<file path="src/rtl/popcnt_pkg.sv">
package popcnt_pkg;

    localparam int SLICE_W  = 12;
    localparam int PART_W   = 4;
    localparam int MAX_IN_W = 72;

    // Table contents: the entry at address a is the number of ones in a.
    function automatic logic [PART_W-1:0] slice_ones(input logic [SLICE_W-1:0] addr);
        logic [PART_W-1:0] n;
        n = '0;
        for (int i = 0; i < SLICE_W; i++) begin
            n = n + PART_W'(addr[i]);
        end
        return n;
    endfunction

endpackage

</file>
<file path="src/rtl/popcnt_slice_rom.sv">
module popcnt_slice_rom
    import popcnt_pkg::*;
(
    input  logic              clk,
    input  logic [SLICE_W-1:0] addr_a,
    input  logic [SLICE_W-1:0] addr_b,
    output logic [PART_W-1:0]  q_a,
    output logic [PART_W-1:0]  q_b
);

    // Two independent synchronous read ports on one constant table.
    // The table is a pure function of the address, so it is fixed at elaboration.
    always_ff @(posedge clk) begin
        q_a <= slice_ones(addr_a);
        q_b <= slice_ones(addr_b);
    end

endmodule

</file>
<file path="src/rtl/popcnt_combine.sv">
module popcnt_combine
    import popcnt_pkg::*;
#(
    parameter int NUM_PARTS = 6,
    parameter int CNT_W     = 7
) (
    input  logic                        clk,
    input  logic                        rst,
    input  logic                        mid_valid,
    input  logic [NUM_PARTS*PART_W-1:0] parts,
    output logic                        res_valid,
    output logic [CNT_W-1:0]            res_count
);

    logic [CNT_W-1:0] total;
    logic             past_ok;

    always_comb begin
        total = '0;
        for (int i = 0; i < NUM_PARTS; i++) begin
            total = total + CNT_W'(parts[i*PART_W +: PART_W]);
        end
    end

    always_ff @(posedge clk) begin
        if (rst) begin
            res_valid <= 1'b0;
            res_count <= '0;
            past_ok   <= 1'b0;
        end else begin
            res_valid <= mid_valid;
            past_ok   <= 1'b1;
            if (mid_valid) begin
                res_count <= total;
            end
        end
    end

    // the result holds whenever no partial counts arrived.
    p_hold_idle_r9: assert property (@(posedge clk) disable iff (rst)
        (past_ok && !$past(mid_valid)) |-> $stable(res_count));

endmodule

</file>
<file path="src/rtl/popcnt_lut_pipe.sv">
module popcnt_lut_pipe
    import popcnt_pkg::*;
#(
    parameter  int IN_W  = 72,
    localparam int CNT_W = $clog2(IN_W + 1)
) (
    input  logic             clk,
    input  logic             rst,
    input  logic             word_valid,
    input  logic [IN_W-1:0]  word_in,
    output logic             res_valid,
    output logic [CNT_W-1:0] res_count
);

    localparam int NUM_SLICES = (IN_W + SLICE_W - 1) / SLICE_W;
    localparam int NUM_MEMS   = (NUM_SLICES + 1) / 2;
    localparam int NUM_PARTS  = NUM_MEMS * 2;
    localparam int PAD_W      = NUM_PARTS * SLICE_W;

    logic [PAD_W-1:0]            padded;
    logic [NUM_PARTS*PART_W-1:0] part_flat;
    logic                        mid_valid;
    logic [1:0]                  age;

    // bits above IN_W are zero before slicing.
    assign padded = PAD_W'(word_in);

    // one two-port table per pair of slices.
    for (genvar m = 0; m < NUM_MEMS; m++) begin : g_mem
        popcnt_slice_rom u_rom (
            .clk    (clk),
            .addr_a (padded[(2*m)*SLICE_W +: SLICE_W]),
            .addr_b (padded[(2*m+1)*SLICE_W +: SLICE_W]),
            .q_a    (part_flat[(2*m)*PART_W +: PART_W]),
            .q_b    (part_flat[(2*m+1)*PART_W +: PART_W])
        );

        p_part_range_a_r2: assert property (@(posedge clk) disable iff (rst)
            (age != 2'd0 && mid_valid) |-> (part_flat[(2*m)*PART_W +: PART_W] <= PART_W'(SLICE_W)));
        p_part_range_b_r2: assert property (@(posedge clk) disable iff (rst)
            (age != 2'd0 && mid_valid) |-> (part_flat[(2*m+1)*PART_W +: PART_W] <= PART_W'(SLICE_W)));
    end

    // Valid flag for the table-read stage.
    always_ff @(posedge clk) begin
        if (rst) begin
            mid_valid <= 1'b0;
            age       <= 2'd0;
        end else begin
            mid_valid <= word_valid;
            if (age != 2'd2) begin
                age <= age + 2'd1;
            end
        end
    end

    popcnt_combine #(
        .NUM_PARTS (NUM_PARTS),
        .CNT_W     (CNT_W)
    ) u_combine (
        .clk       (clk),
        .rst       (rst),
        .mid_valid (mid_valid),
        .parts     (part_flat),
        .res_valid (res_valid),
        .res_count (res_count)
    );

    // a result appears exactly two clocks after its input strobe.
    p_latency_r4: assert property (@(posedge clk) disable iff (rst)
        (age == 2'd2) |-> (res_valid == $past(word_valid, 2)));

    // table-based count agrees with a direct count of the input two clocks back.
    p_total_r1: assert property (@(posedge clk) disable iff (rst)
        (age == 2'd2 && res_valid) |->
            (32'(res_count) == 32'($past($countones(word_in), 2))));

    // the count never exceeds the input width.
    p_count_range_r6: assert property (@(posedge clk) disable iff (rst)
        (age != 2'd0 && res_valid) |-> (32'(res_count) <= 32'(IN_W)));

endmodule

</file>
<file path="config.mk">
export PLATFORM = sky130hd
export DESIGN_NAME = popcnt_lut_pipe
export DESIGN_NICKNAME = d
export VERILOG_FILES = /design/src/rtl/popcnt_pkg.sv /design/src/rtl/popcnt_slice_rom.sv /design/src/rtl/popcnt_combine.sv /design/src/rtl/popcnt_lut_pipe.sv
export SDC_FILE = /design/constraint.sdc
export NUM_CORES = 1
export LEC_CHECK = 0
export ABC_CLOCK_PERIOD_IN_PS = 4850
export BUFFER_PORTS_ARGS = -buffer_cell sky130_fd_sc_hd__buf_4
export CAP_MARGIN = 10
export CORE_UTILIZATION = 54
export DETAILED_ROUTE_END_ITERATION = 6
export PLACE_DENSITY = 0.82
export SYNTH_ARGS = -nofsm -noshare
export SYNTH_HDL_FRONTEND = slang
export SYNTH_SLANG_ARGS = --single-unit
</file>
<file path="constraint.sdc">
create_clock -name clk -period 4.85 [get_ports clk]
set_input_delay 1.2125 -clock clk [delete_from_list [all_inputs] [get_ports clk]]
set_output_delay 1.2125 -clock clk [all_outputs]
set_load 0.02 [all_outputs]
</file>
==> flow_metrics.env <==
export IMPL_avgViaCountPerCell=4.548
export IMPL_worstSetupPathType="flip-flop to flip-flop"
export IMPL_hp_class="flip-flop to flip-flop"
export IMPL_tightest_slew_ns=0.4798
export IMPL_seq_area_um2=660.6
export IMPL_max_clock_freq_ghz=0.2513
export IMPL_ys_warnings_count=0
export IMPL_rsz0062_at_grt="no"
export IMPL_slew_viol_final=0
export IMPL_syn_nets=461
export IMPL_avgSynthCellArea_um2=10.37
export IMPL_drt_initial_drc_count=20
export IMPL_slew_headroom_pct=67.97
export IMPL_cp_common_cell="fa_1"
export IMPL_dieArea_mm2=0.005949
export IMPL_grt_overflow_total=0
export IMPL_crit_required_ns=5.04
export IMPL_post_route_period_util_pct=82.06
export IMPL_hold_viol_final=0
export IMPL_dieHeight_um=77.13
export IMPL_grt_pass1_vias=2283
export IMPL_path_buf_inv=2
export IMPL_diodes=0
export IMPL_yosysSeqAreaShare_pct=21.67
export IMPL_cts_buffer_depth=2
export IMPL_cts_sinks=33
export IMPL_core_area_mm2=0.005270
export IMPL_multi_input_area_mm2=0.001951
export IMPL_post_cts_buffers=0
export IMPL_crit_family="adder cells"
export IMPL_end_kind="flip-flop"
export IMPL_start_util_pct=57.83
export IMPL_grt_pass1_wl_um=8224
export IMPL_setup_violations=0
export IMPL_path_max_fanout=2
export IMPL_fillers=404
export IMPL_startpoint_type="flip-flop"
export IMPL_fp_row_count=26
export IMPL_cp_slowest_stage_delay_ns=0.51
export IMPL_gp_congestion=0.7422
export IMPL_drt_wl_total_um=4485
export IMPL_grtUsageTotal_pct=17.33
export IMPL_fin_nets=548
export IMPL_dp_hpwl_um=4212
export IMPL_grt_max_degree=15
export IMPL_ioPinCount=83
export IMPL_firstDrtPassIters=4
export IMPL_cts_tree="yes"
export IMPL_die_w_um=77.13
export IMPL_path_cells="ha_1 -> fa_1 -> fa_1 -> inv_1 -> fa_1 -> fa_1 -> inv_1 -> ha_1 -> fa_1 -> a21o_1 -> a2111o_1 -> o311ai_1"
export IMPL_insertion_delay_ns=0.28
export IMPL_antenna_found_initial=0
export IMPL_clk_pin_slew_ns=0.06
export IMPL_route_detailed_drc=0
export IMPL_finalSetupTns_ns=0
export IMPL_clockRootBuffer="clkbuf_8"
export IMPL_cts_resized=0
export IMPL_vias=2051
export IMPL_areaGrowthSynthToFinish_pct=25.62
export IMPL_ant_nets=0
export IMPL_syn_area_mm2=0.003048
export IMPL_synth_cells=294
export IMPL_skew_ns=0.003092
export IMPL_htreeDepth=2
export IMPL_cts_made_buffers=5
export IMPL_layout_drive_gt1_share_pct=23.36
export IMPL_wl_per_cell_um=9.945
export IMPL_synth_distinct_cells=25
export IMPL_post_route_min_period_ns=3.980
export IMPL_cts_hold_buf=0
export IMPL_status="finished, final reports clean"
export IMPL_cap_violations=0
export IMPL_slowest_stage="fa_1"
export IMPL_portBuffers=82
export IMPL_arrival_ns=4.17
export IMPL_synth_seq_cells=33
-- worst min-delay path, cell delays in order, from the launching register on --
cell,delay (ns)
dfxtp_1,0.31
inv_1,0.05
o311ai_1,0.09
-- metal layers --
metal	part of all wire (%)	up-vias	GRT usage, %	routed length (µm)
met5	0	-	0	0
met4	0.78	0	3.774	35
met3	4.9	4	5.476	221
met2	59	45	34.69	2638
met1	35	980	16.88	1589
li1	-	1022	-	-
-- worst paths after layout --
kind / start / end / slack (ns) / depth (start not counted)
setup / recovery: g_mem[0].u_rom.q_b[0]$_DFF_P_ / u_combine.res_count[5]$_SDFFE_PP0P_ / 0.87 / 12
hold / removal: u_combine.res_count[4]$_SDFFE_PP0P_ / u_combine.res_count[4]$_SDFFE_PP0P_ / 0.50 / 2
setup reg to reg: g_mem[0].u_rom.q_b[0]$_DFF_P_ / u_combine.res_count[5]$_SDFFE_PP0P_ / 0.87 / 12
hold reg to reg: u_combine.res_count[4]$_SDFFE_PP0P_ / u_combine.res_count[4]$_SDFFE_PP0P_ / 0.50 / 2
-- final cells by class --
type	count	share of cell area [%]
Multi-Input combinational cell	145	50.95
Inverter	114	11.18
Sequential cell	33	17.25
Clock buffer	7	2.255
Tap cell	70	2.288
Timing Repair Buffer	82	16.08
-- cell usage in the layout, fill, tap and decap left out, types with 2 or more instances in the layout --
master,instances
nor2b_1,2
inv_1,114
clkbuf_8,6
a21oi_1,2
nor2_1,5
xnor2_1,6
mux2i_1,3
ha_1,37
fa_1,55
buf_4,82
nand2_1,2
o21ai_0,2
xor2_1,3
a21o_1,17
o311ai_1,2
dfxtp_1,33
-- synthesized netlist by cell type --
| library cell | n | area, µm² |
|---|---|---|
| xnor2_1 | 6 | 52.55 |
| mux2i_1 | 3 | 30.03 |
| clkbuf_1 | 1 | 3.750 |
| nor2b_1 | 2 | 12.51 |
| nand2_1 | 2 | 7.510 |
| and3_4 | 1 | 11.26 |
| nand2b_1 | 1 | 6.260 |
| o221ai_1 | 1 | 8.760 |
| nor3b_1 | 1 | 7.510 |
| nor2_1 | 5 | 18.77 |
| xor2_1 | 3 | 26.28 |
| nand3b_1 | 1 | 7.510 |
| fa_1 | 55 | 1101 |
| a21oi_1 | 2 | 10.01 |
| a211oi_1 | 1 | 7.510 |
| a31oi_1 | 1 | 6.260 |
| inv_1 | 114 | 427.9 |
| a2111o_1 | 1 | 11.26 |
| o311ai_1 | 2 | 17.52 |
| buf_2 | 1 | 5.000 |
| o21ai_0 | 2 | 10.01 |
| dfxtp_1 | 33 | 660.6 |
| a21o_1 | 17 | 127.6 |
| ha_1 | 37 | 462.9 |
| or4_1 | 1 | 7.510 |
-- flip-flops by register name (all words and copies together) (netlist names) --
| name | flops |
|---|---|
| g_mem.u_rom.q_a | 12 |
| g_mem.u_rom.q_b | 12 |
| u_combine.res_count | 7 |
| mid_valid | 1 |
| u_combine.res_valid | 1 |
-- logic make-up after synthesis --
group | count (synthesis) | share of synthesized area (%)
DFF | 33 | 21.67
AOI/OAI and AO/OA | 27 | 6.527
xor gates and xnor gates | 9 | 2.586
and+or+nand+nor | 14 | 2.587
muxes | 3 | 0.9853
buffers and inverters | 116 | 14.33
adders and majority gates | 92 | 51.31
-- per-stage QoR --
step,std cells,setup WS [ns],instance area (µm²),util (%),hold WS (ns)
floorplan,294,0.8494,3048,-,0.5246
global placement,444,0.6854,3742,71.01,0.4737
detailed placement,444,0.6015,3742,71.01,0.4872
CTS,451,0.8718,3829,72.65,0.5034
global route,451,0.7260,3829,72.65,0.5185
finish,451,0.8700,3829,72.65,0.5011
Power is left out: the tool's default activity adds up to more than one toggle a clock period on the data nets, which glitch-free logic cannot reach.
